### src/rtl/bt_pkg.sv
// Shared request-kind encoding and helpers for the bus transaction tracker.
package bt_pkg;
    typedef enum logic [1:0] {
        K_FILL  = 2'b00,
        K_WBACK = 2'b01,
        K_NCRD  = 2'b10,
        K_NCWR  = 2'b11
    } req_kind_e;

    // Data leaves the block on the bus for this kind.
    function automatic logic kind_is_write(req_kind_e k);
        return k[0];
    endfunction

    // Kind moves a whole line (multi-beat data tenure).
    function automatic logic kind_is_line(req_kind_e k);
        return !k[1];
    endfunction
endpackage

### src/rtl/bt_par_gen.sv
// Per-byte parity generator.
// Assumes DATA is a whole number of bytes; ODD=0 yields even parity per lane.
module bt_par_gen #(
    parameter int BYTES = 8,
    parameter bit ODD   = 1'b0
) (
    input  logic [8*BYTES-1:0] data,
    output logic [BYTES-1:0]   par
);
    for (genvar g = 0; g < BYTES; g++) begin : g_lane
        // One parity bit per byte lane.
        assign par[g] = (^data[8*g +: 8]) ^ ODD;
    end
endmodule

### src/rtl/bt_tag_pool.sv
// Tag allocator: hands out the lowest free tag and tracks which tags are held.
// Assumes the caller never allocates when every tag is held and frees only held tags.
module bt_tag_pool #(
    parameter int NT = 4,
    parameter int TW = 2,
    localparam int CW = $clog2(NT + 1)
) (
    input  logic          clk,
    input  logic          rst_n,
    input  logic          alloc,
    input  logic          free,
    input  logic [TW-1:0] free_tag,
    output logic [TW-1:0] alloc_tag,
    output logic [NT-1:0] busy,
    output logic [CW-1:0] n_busy
);
    // Pick the lowest-numbered free tag.
    always_comb begin
        alloc_tag = '0;
        for (int i = NT - 1; i >= 0; i--) begin
            if (!busy[i]) alloc_tag = TW'(i);
        end
    end

    // Count tags currently held.
    always_comb begin
        n_busy = '0;
        for (int i = 0; i < NT; i++) begin
            if (busy[i]) n_busy = n_busy + CW'(1);
        end
    end

    // Set on allocation, clear on release.
    always_ff @(posedge clk) begin
        if (!rst_n) begin
            busy <= '0;
        end else begin
            if (alloc) busy[alloc_tag] <= 1'b1;
            if (free)  busy[free_tag]  <= 1'b0;
        end
    end

    AST_FREE_HELD: assert property (@(posedge clk) disable iff (!rst_n)
        free |-> busy[free_tag]);
    AST_ALLOC_UNHELD: assert property (@(posedge clk) disable iff (!rst_n)
        alloc |-> !busy[alloc_tag]);
endmodule

### src/rtl/bt_order_q.sv
// Age-ordered list of transactions waiting for a data tenure.
// Entry 0 is the oldest. The list removes from any position and picks the next
// tenure: the oldest entry, or the oldest write when the oldest is a read and
// bypass is permitted. Assumes DEPTH >= 2 and no push into a full list without a pop.
module bt_order_q #(
    parameter int DEPTH = 3,
    parameter int TW    = 2,
    localparam int IW = $clog2(DEPTH),
    localparam int CW = $clog2(DEPTH + 1)
) (
    input  logic          clk,
    input  logic          rst_n,
    input  logic          push,
    input  logic [TW-1:0] push_tag,
    input  logic          push_wr,
    input  logic          pop,
    input  logic [IW-1:0] pop_idx,
    input  logic          permit,
    output logic [IW-1:0] sel_idx,
    output logic [TW-1:0] sel_tag,
    output logic          nonempty
);
    logic [TW-1:0]    q_tag [DEPTH];
    logic [DEPTH-1:0] q_wr;
    logic [CW-1:0]    cnt;
    logic [TW-1:0]    n_tag [DEPTH];
    logic [DEPTH-1:0] n_wr;
    logic [CW-1:0]    n_cnt;
    logic             has_w;
    logic [IW-1:0]    fw_idx;

    // Next list contents: close the gap left by a pop, then append a push.
    always_comb begin
        n_tag = q_tag;
        n_wr  = q_wr;
        n_cnt = cnt;
        if (pop) begin
            for (int i = 0; i < DEPTH - 1; i++) begin
                if (IW'(i) >= pop_idx) begin
                    n_tag[i] = q_tag[i+1];
                    n_wr[i]  = q_wr[i+1];
                end
            end
            n_cnt = cnt - CW'(1);
        end
        if (push && n_cnt < CW'(DEPTH)) begin
            n_tag[n_cnt[IW-1:0]] = push_tag;
            n_wr[n_cnt[IW-1:0]]  = push_wr;
            n_cnt = n_cnt + CW'(1);
        end
    end

    // Register the list.
    always_ff @(posedge clk) begin
        if (!rst_n) begin
            cnt  <= '0;
            q_wr <= '0;
            for (int i = 0; i < DEPTH; i++) q_tag[i] <= '0;
        end else begin
            cnt   <= n_cnt;
            q_wr  <= n_wr;
            q_tag <= n_tag;
        end
    end

    // Locate the oldest pending write.
    always_comb begin
        has_w  = 1'b0;
        fw_idx = '0;
        for (int i = DEPTH - 1; i >= 0; i--) begin
            if (CW'(i) < cnt && q_wr[i]) begin
                has_w  = 1'b1;
                fw_idx = IW'(i);
            end
        end
    end

    // Choose the next data tenure.
    assign sel_idx  = (!q_wr[0] && permit && has_w) ? fw_idx : '0;
    assign sel_tag  = q_tag[sel_idx];
    assign nonempty = (cnt != '0);

    AST_Q_NO_OVERFLOW: assert property (@(posedge clk) disable iff (!rst_n)
        (push && !pop) |-> (cnt < CW'(DEPTH)));
    AST_Q_POP_NONEMPTY: assert property (@(posedge clk) disable iff (!rst_n)
        pop |-> (cnt != '0));
endmodule

### src/rtl/bus_txn_tracker.sv
// Split-transaction bus tracker.
// It accepts fill, write-back and uncached requests, wins the address bus and
// issues the address tenure, then runs data tenures matched by tag. Reads stay
// in address order; writes may go ahead of a read when bypass is enabled.
// Assumes mode_pipe changes only while idle and that grants and beat
// acknowledges come only in answer to the block's requests or an active tenure.
module bus_txn_tracker
    import bt_pkg::*;
#(
    parameter int ADDR_W      = 32,
    parameter int DATA_W      = 64,
    parameter int TAG_W       = 2,
    parameter int MAX_OUT     = 3,
    parameter int LINE_BEATS  = 4,
    parameter bit PAR_ODD     = 1'b0,
    localparam int BYTES = DATA_W / 8,
    localparam int BW    = $clog2(LINE_BEATS)
) (
    input  logic              clk,
    input  logic              rst_n,
    input  logic              mode_pipe,
    input  logic              wr_bypass_en,
    input  logic              req_valid,
    input  logic [1:0]        req_kind,
    input  logic [ADDR_W-1:0] req_addr,
    output logic              req_ready,
    output logic [TAG_W-1:0]  req_tag,
    output logic              bus_br,
    input  logic              bus_bg,
    output logic              bus_ts,
    output logic [ADDR_W-1:0] bus_addr,
    output logic [1:0]        bus_kind,
    output logic [TAG_W-1:0]  bus_tag,
    output logic              bus_dbr,
    input  logic              bus_dbg,
    output logic              bus_dact,
    output logic [TAG_W-1:0]  bus_dtag,
    output logic [BW-1:0]     dten_beat,
    input  logic              bus_ta,
    output logic [DATA_W-1:0] bus_dout,
    output logic [BYTES-1:0]  bus_dpar_out,
    input  logic [DATA_W-1:0] bus_din,
    input  logic [BYTES-1:0]  bus_dpar_in,
    input  logic [DATA_W-1:0] wr_data,
    output logic              resp_valid,
    output logic [TAG_W-1:0]  resp_tag,
    output logic [1:0]        resp_kind,
    output logic [BW-1:0]     resp_beat,
    output logic [DATA_W-1:0] resp_data,
    output logic              resp_perr,
    output logic              err_sticky
);
    localparam int NTAGS = 1 << TAG_W;
    localparam int CW    = $clog2(NTAGS + 1);
    localparam int IW    = $clog2(MAX_OUT);

    // Address-side holding register
    logic              h_valid;
    logic [1:0]        h_kind;
    logic [ADDR_W-1:0] h_addr;
    logic [TAG_W-1:0]  h_tag;
    logic [1:0]        kind_tab [NTAGS];

    // Tag pool and order list
    logic [TAG_W-1:0]  alloc_tag;
    logic [NTAGS-1:0]  busy;
    logic [CW-1:0]     n_busy;
    logic [CW-1:0]     limit;
    logic              req_fire;
    logic [IW-1:0]     sel_idx;
    logic [TAG_W-1:0]  sel_tag;
    logic              q_nonempty;

    // Data tenure state
    logic              d_active;
    logic [TAG_W-1:0]  d_tag;
    logic [1:0]        d_kind;
    logic [BW-1:0]     d_beat;
    logic              d_wr, d_last, d_start, beat_fire, d_done;
    logic [BYTES-1:0]  rx_par;
    logic              err_q;

    // Request acceptance, bounded by the mode's in-flight limit.
    assign limit     = mode_pipe ? CW'(MAX_OUT) : CW'(1);
    assign req_ready = !h_valid && (n_busy < limit);
    assign req_fire  = req_valid && req_ready;
    assign req_tag   = alloc_tag;

    // Address tenure presented from the holding register.
    assign bus_br   = h_valid;
    assign bus_ts   = h_valid && bus_bg;
    assign bus_addr = h_addr;
    assign bus_kind = h_kind;
    assign bus_tag  = h_tag;

    // Load on acceptance, empty once the address tenure goes out.
    always_ff @(posedge clk) begin
        if (!rst_n) begin
            h_valid <= 1'b0;
            h_kind  <= '0;
            h_addr  <= '0;
            h_tag   <= '0;
        end else if (req_fire) begin
            h_valid <= 1'b1;
            h_kind  <= req_kind;
            h_addr  <= req_addr;
            h_tag   <= alloc_tag;
        end else if (bus_ts) begin
            h_valid <= 1'b0;
        end
    end

    // Remember each tag's kind for its data tenure.
    always_ff @(posedge clk) begin
        if (!rst_n) begin
            for (int i = 0; i < NTAGS; i++) kind_tab[i] <= '0;
        end else if (req_fire) begin
            kind_tab[alloc_tag] <= req_kind;
        end
    end

    bt_tag_pool #(.NT(NTAGS), .TW(TAG_W)) u_pool (
        .clk(clk), .rst_n(rst_n),
        .alloc(req_fire), .free(d_done), .free_tag(d_tag),
        .alloc_tag(alloc_tag), .busy(busy), .n_busy(n_busy)
    );

    bt_order_q #(.DEPTH(MAX_OUT), .TW(TAG_W)) u_order (
        .clk(clk), .rst_n(rst_n),
        .push(bus_ts), .push_tag(h_tag), .push_wr(kind_is_write(req_kind_e'(h_kind))),
        .pop(d_start), .pop_idx(sel_idx), .permit(wr_bypass_en),
        .sel_idx(sel_idx), .sel_tag(sel_tag), .nonempty(q_nonempty)
    );

    // Data tenure sequencing.
    assign bus_dbr   = !d_active && q_nonempty;
    assign d_start   = bus_dbr && bus_dbg;
    assign d_wr      = kind_is_write(req_kind_e'(d_kind));
    assign d_last    = kind_is_line(req_kind_e'(d_kind)) ? (d_beat == BW'(LINE_BEATS - 1)) : 1'b1;
    assign beat_fire = d_active && bus_ta;
    assign d_done    = beat_fire && d_last;

    // Start, advance and finish the active data tenure.
    always_ff @(posedge clk) begin
        if (!rst_n) begin
            d_active <= 1'b0;
            d_tag    <= '0;
            d_kind   <= '0;
            d_beat   <= '0;
        end else if (d_start) begin
            d_active <= 1'b1;
            d_tag    <= sel_tag;
            d_kind   <= kind_tab[sel_tag];
            d_beat   <= '0;
        end else if (d_done) begin
            d_active <= 1'b0;
        end else if (beat_fire) begin
            d_beat <= d_beat + BW'(1);
        end
    end

    assign bus_dact  = d_active;
    assign bus_dtag  = d_tag;
    assign dten_beat = d_beat;
    assign bus_dout  = (d_active && d_wr) ? wr_data : '0;

    bt_par_gen #(.BYTES(BYTES), .ODD(PAR_ODD)) u_txpar (.data(bus_dout), .par(bus_dpar_out));
    bt_par_gen #(.BYTES(BYTES), .ODD(PAR_ODD)) u_rxpar (.data(bus_din),  .par(rx_par));

    // Response beats back to the requester.
    assign resp_valid = beat_fire && (!d_wr || d_last);
    assign resp_tag   = d_tag;
    assign resp_kind  = d_kind;
    assign resp_beat  = d_beat;
    assign resp_data  = d_wr ? '0 : bus_din;
    assign resp_perr  = !d_wr && (rx_par != bus_dpar_in);

    // Latch any read parity error until reset.
    always_ff @(posedge clk) begin
        if (!rst_n)                       err_q <= 1'b0;
        else if (resp_valid && resp_perr) err_q <= 1'b1;
    end
    assign err_sticky = err_q;

    AST_OUT_LIMIT: assert property (@(posedge clk) disable iff (!rst_n)
        n_busy <= CW'(MAX_OUT));
    AST_COUPLED_SINGLE: assert property (@(posedge clk) disable iff (!rst_n)
        !mode_pipe |-> (n_busy <= CW'(1)));
    AST_BYPASS_PERMIT: assert property (@(posedge clk) disable iff (!rst_n)
        (d_start && sel_idx != '0) |-> wr_bypass_en);
    AST_DTAG_HELD: assert property (@(posedge clk) disable iff (!rst_n)
        d_active |-> busy[d_tag]);
    AST_ERR_STICKY: assert property (@(posedge clk) disable iff (!rst_n)
        err_q |=> err_q);
endmodule

### config.mk
export PLATFORM = sky130hd
export DESIGN_NAME = bus_txn_tracker
export DESIGN_NICKNAME = d
export VERILOG_FILES = /design/src/rtl/bt_pkg.sv /design/src/rtl/bt_par_gen.sv /design/src/rtl/bt_tag_pool.sv /design/src/rtl/bt_order_q.sv /design/src/rtl/bus_txn_tracker.sv
export SDC_FILE = /design/constraint.sdc
export NUM_CORES = 1
export LEC_CHECK = 0
export ABC_AREA = 1
export BUFFER_PORTS_ARGS = -buffer_cell sky130_fd_sc_hd__clkbuf_2
export CAP_MARGIN = 10
export CELL_PAD_IN_SITES_DETAIL_PLACEMENT = 2
export CELL_PAD_IN_SITES_GLOBAL_PLACEMENT = 2
export CORE_AREA = 2 2 204 146
export DETAILED_ROUTE_END_ITERATION = 8
export DIE_AREA = 0 0 206 148
export GPL_TIMING_DRIVEN = 0
export PLACE_DENSITY = 0.81
export SLEW_MARGIN = 20
export SYNTH_ARGS = -nofsm -noshare
export SYNTH_HDL_FRONTEND = slang
export SYNTH_SLANG_ARGS = --single-unit
### constraint.sdc
create_clock -name clk -period 3.1 [get_ports clk]
set_input_delay 0.31 -clock clk [delete_from_list [all_inputs] [get_ports clk]]
set_output_delay 0.31 -clock clk [all_outputs]
set_load 0.01 [all_outputs]
Word-level counts from Yosys, hierarchy flattened
Memories as Yosys holds them, arrays and structs flattened. A register that Yosys moved wholly into a read port is not among the register bits. Cells that the tools add are included.

Register bits after elaboration: 58. Memory bits (writable): 8. Input bits: 178. Output and inout bits: 192. Memories: 1.

Memory list: kind_tab (depth 4, bits a word 2, rd ports 1, clocked after memory_dff 1, write ports 4, RTL line bus_txn_tracker.sv:62) `logic [1:0] kind_tab [NTAGS];`.

Add/sub/neg operators: 6. $lt $le $gt $ge: 16. Equal/unequal tests: 2. Multiplexer cells: 56. Bitwise gates (word level): 7. Reductions and logical operators: 49.

Operator list (count): 64-bit 2-to-1 mux (2); 8-bit parity (16); 2-bit 2-to-1 mux (20); 1-bit logical AND (21); 1-bit 2-to-1 mux (19); 4-bit 2-to-1 mux (4); 2-bit by 3-bit less-than comparator with 1-bit output, second input constant (3); 3-bit 2-to-1 mux (3); 8-bit inequality test (1); 3-bit by 1-bit adder with 3-bit output, second input constant (2); 6-bit bitwise mux (1); 1-bit demux with 2-bit select (3); 2-bit by 1-bit greater-or-equal comparator with 1-bit output, second input constant (3); 3-bit greater-or-equal comparator, second input constant (2); 6-bit 2-to-1 mux (1); 2-bit inverter with 3-bit output (2); 2-bit nonzero test (3); 1-bit logical NOT (5); 2-bit by 1-bit adder with 2-bit output, second input constant (2); 4-bit bitwise AND (1); 2-bit binary-select mux with 2-bit select (1); 2-bit demux with 2-bit select (1); 1-bit by 2-bit greater-or-equal comparator with 1-bit output, first input constant (2); 1-bit by 2-bit less-than comparator with 1-bit output, first input constant (2); other kinds (14) (16).

Depth between registers and ports, before layout
Word-level depth: 15. Mapped depth: 19. Gate-level depth less buffers: 19.

Hierarchy
A second synthesis with hierarchy kept.

Cells, all modules: 1485. Area total of the unflattened synthesis: 7216.9 um^2.

Modules (own cells, without submodules): bus_txn_tracker (instances 1, cells each 563, area each 3294.4 um^2, seq. area each 1141.1 um^2); bt_par_gen (instances 2, cells each 376, area each 1411.4 um^2, seq. area each 0.0 um^2); bt_order_q (instances 1, cells each 118, area each 764.5 um^2, seq. area each 220.2 um^2); bt_tag_pool (instances 1, cells each 52, area each 335.3 um^2, seq. area each 80.1 um^2).

Least setup slack after synthesis
No wires, ideal clock.

Kind: register to register. Start: reg u_pool.busy[0]. End: mem kind_tab[1][0], enable pin. Library setup time: 298 ps. Arrival time: 2503 ps. Path slack: 299 ps. Cell stages (with the launch flop): 18. Buffers on the path: 0. Period minus slack after synthesis: 2801 ps. Cells stage by stage: dfxtp_1 -> inv_1 -> ha_1 -> xnor2_2 -> inv_2 -> ha_1 -> nor2_1 -> a21oi_1 -> ha_1 -> inv_1 -> nor2_1 -> o21ai_1 -> nand2_1 -> nor2_4 -> nand2_4 -> nor2_8 -> nand3_2 -> nand2_1.

RTL lines: start: declaration (RTL line bt_tag_pool.sv:14) `output logic [NT-1:0] busy,`; start signal: assignment (RTL line bt_tag_pool.sv:36) `busy <= '0;`; start signal: indexed assignment (RTL line bt_tag_pool.sv:38) `if (alloc) busy[alloc_tag] <= 1'b1;`; start signal: indexed assignment (RTL line bt_tag_pool.sv:39) `if (free) busy[free_tag] <= 1'b0;`; end: declaration (RTL line bus_txn_tracker.sv:62).

Final worst setup path
Start: reg u_pool.busy[1]. End: out req_ready.

Word-level cells in the longest chain between the ends: 7.

Ends and longest elaborated chain: 3-bit 2-to-1 mux (*) (RTL line bt_tag_pool.sv:29) `if (busy[i]) n_busy = n_busy + CW'(1);`; 3-bit by 1-bit adder with 3-bit output (RTL line bt_tag_pool.sv:29); 3-bit 2-to-1 mux (*) (RTL line bt_tag_pool.sv:29); 3-bit by 1-bit adder with 3-bit output (RTL line bt_tag_pool.sv:29); 3-bit 2-to-1 mux (*) (RTL line bt_tag_pool.sv:29); 3-bit by 2-bit less-than comparator with 1-bit output (*) (RTL line bus_txn_tracker.sv:85) `assign req_ready = !h_valid && (n_busy < limit);`; 1-bit logical AND (*) (RTL line bus_txn_tracker.sv:85); end: declaration (RTL line bus_txn_tracker.sv:26) `output logic req_ready,`.

Every way passes the cells marked *; elsewhere a longest branch is shown, timed or not.

==> results.md <==
* Run status: complete, no violations
* Core Area at 28500 µm²
* Leak pwr at 5.06 nW
* Antenna-violating nets left at 0
* CTS Sinks at 68
* Seq/Total Area, Yosys at 0.257
* Worst slew margin at 0.583
* Peak VDD IR at 279 µV
* H-Tree Depth at 3
* TritonCTS Buffers at 9
* Layout cell share with drive strength beyond 1 at 0.322
* Avg Synthesized Cell Area at 5.97 µm²
* Main area contributors after synthesis: dfxtp_1 (21%), nand2_1 (16%), inv_1 (14%)
* Drc violations at 0
* Simple-gate portion of the synthesized area at 0.360
* HPWL after detailed placement at 22.7 mm
* Placement Cell Area at 7920 µm²
* Post-layout util at 0.289
* HP Class: input pin to register
* Startpoint Class: register
* Area leader, netlist: dfxtp_1
* Setup slack after layout at 0.261 ns
* Sw Share at 0.405
* Port Buf Inserts at 369
* Clk root buf: clkbuf_16
* Dpl ws at -0.0118 ns
* Via density at 4.14
* Die height at 148 µm
* EDFF count, synth at 8
* Sequential share of power at 0.289
* Synth Area in Adders at 0.0313
* Most common cell after layout, fill and taps aside: clkbuf_2
* Main synth FF type: dfxtp_1
* Fill cell count at 3612
* Distinct cells, synth at 36
* Max Fclk at 352 MHz
* Post-route insts no fill at 1705
* Logic pwr share at 0.444
* Xor-xnor portion of the synthesized cell area at 0.126
* Drt total wl at 26.2 mm
* Post-Syn Area at 5600 µm²
* CP Capture Type: output pin
* Fin area at 8240 µm²
* Mux share of post-synthesis cell area at 0
* Vias in the first global route at 7687
* Worst-Margin Slew at 0.626 ns
* Via count at 7053
* Worst skew pair latency at 0.35 ns
* DR WL/cell at 15.3 µm
* First-pass GRT wire length at 40.7 mm
* WP data required at 2.79 ns
* Power Density at 447 nW/µm²
* Ys async rst share at 0
* Hold buffer count at cts at 0
* CTS tree: yes
* Max-cap viol count at 0
* CTS clock-pin slew for the worst setup and hold paths at 0.06 ns
* Die area at 30500 µm²
* Largest net degree at the start of global routing at 12
* Initial antenna violation count at 2
* Ys Warns at 0
* Final #Nets at 1513
* Effective utilization at floorplan at 0.197
* DP Cell Count at 1685
* Unrepaired setup endpoints after global routing: no
* Synth Register Bits at 68
* NetSw at 1.49 mW
* Num ports at 370
* First drt pass iteration count at 4
* Fin crit period at 2.84 ns
* Worst EP arrival at 2.53 ns
* Synth Area in Compound Gates at 0.0509
* Largest family of logic cells by synthesized area: simple AND/OR/NAND/NOR gates
* Int Pwr at 2.19 mW
* Worst Skew at 0.0100 ns
* Final Hold Viols at 0
* Slew Viols, Final at 0
* Die X-Extent at 206 µm
* CP Max Fanout at 6
* Clock Tree Buf Depth at 2
* Global Route Usage Sum at 0.169
* Top cell type's share of synthesized area at 0.214
* Post-Synthesis Cells at 938
* Synthesis-to-layout area growth at 47.2%
* Global route overflow at 0
* Most frequent cells in the layout: clkbuf_2 (369), nand2_1 (241), inv_1 (202), nor2_1 (165), xnor2_1 (61)
* Clk network pwr share at 0.267
* Syn_nets at 1130
* Initial drt markers at 136
* Gp weighted congestion at 0.810
* Number of placement rows at 52
* Crit share post-route at 0.916
* Final number of setup-violating endpoints at 0
* Kind of critical path: register to output pin
per-layer routing:
layer	part of all wire	wire length (µm)	vias up	global-route usage
li1	-	-	3524	-
met1	0.43	11100	3305	0.200
met2	0.48	12600	202	0.298
met3	0.080	2100	22	0.0494
met4	0.014	356	0	0.0396
met5	0	0	-	0
power groups by stage:
stage | logic [mW] | registers [mW] | clock network (mW)
floorplan | 0.901 | 1.10 | 0
global placement | 1.59 | 1.08 | 0
detailed placement | 1.65 | 1.09 | 0
CTS | 1.67 | 1.07 | 1.02
global route | 1.86 | 1.08 | 1.06
finish | 1.64 | 1.07 | 0.984
synthesized netlist by cell type, types with 7 or more instances:
library cell and count:
inv_1 203, o21ai_0 14, nand3_1 60, ha_1 14, a21oi_1 17, xnor2_1 61, nor2_1 165, dfxtp_1 60
edfxtp_1 8, buf_2 8, nand2_1 242, xor2_1 18, buf_6 7, clkbuf_1 8
path summary, 6_finish.rpt:
path                  start              to  slack (ns)  cells past startpoint
max          u_pool.busy[1]       req_ready        0.26                     14
min            req_addr[29]    bus_addr[29]        0.15                      3
max reg2reg  u_pool.busy[1]  kind_tab[2][1]        0.30                     18
min reg2reg      err_sticky      err_sticky        0.47                      2
state kept, by name, summed over array words and instances, names as in the netlist:
register       cells
kind_tab           8
bus_tag            2
u_order.q_wr       3
bus_kind           2
bus_dtag           2
dten_beat          2
bus_addr          32
bus_br             1
u_pool.busy        4
u_order.q_tag      6
resp_kind          2
u_order.cnt        2
bus_dact           1
err_sticky         1
layout make-up:
type	count	area (µm²)	area share
diodes	2	5.00	0.000607
plain buffers	33	205	0.0249
clock buffers	11	254	0.0308
clock inverters	4	23.8	0.00288
inverters	205	769	0.0934
multi-input cells	632	3200	0.388
flip-flops and latches	68	1440	0.175
well taps	378	473	0.0574
repair buffers	372	1870	0.227
kinds of logic after synthesis:
group	count (synthesis)
DFF	68
adders and majority gates	14
and+or+nand+nor	490
xor gates and xnor gates	80
buffers and inverters	238
AOI/OAI and AO/OA	48
worst max-delay path, stage by stage (launching register included):
cell	delay [ns]
dfxtp_2	0.38
inv_1	0.10
ha_4	0.29
xnor2_2	0.12
inv_2	0.06
ha_1	0.27
nor2_1	0.10
a21oi_1	0.05
ha_1	0.27
inv_1	0.05
nor2_1	0.04
o21ai_1	0.07
nand2_1	0.10
nor2_4	0.12
clkbuf_2	0.16
timing repair:
action                     CTS  global route
setup endpoints to repair    2            54
setup buffers                3             0
gates resized for setup      1             4
pin swaps                    1             1
per-stage QoR:
stage / power [mW] / TNS (ns) / hold WS (ns)
2_1_floorplan: 2.00 / 0 / 0.413
3_3_place_gp: 2.67 / 0 / 0.443
3_5_place_dp: 2.74 / -0.0235 / 0.466
4_1_cts: 3.76 / 0 / 0.139
5_1_grt: 4.00 / 0 / 0.168
6_report: 3.69 / 0 / 0.155
No activity file was read; power rests on OpenSTA's default activity.
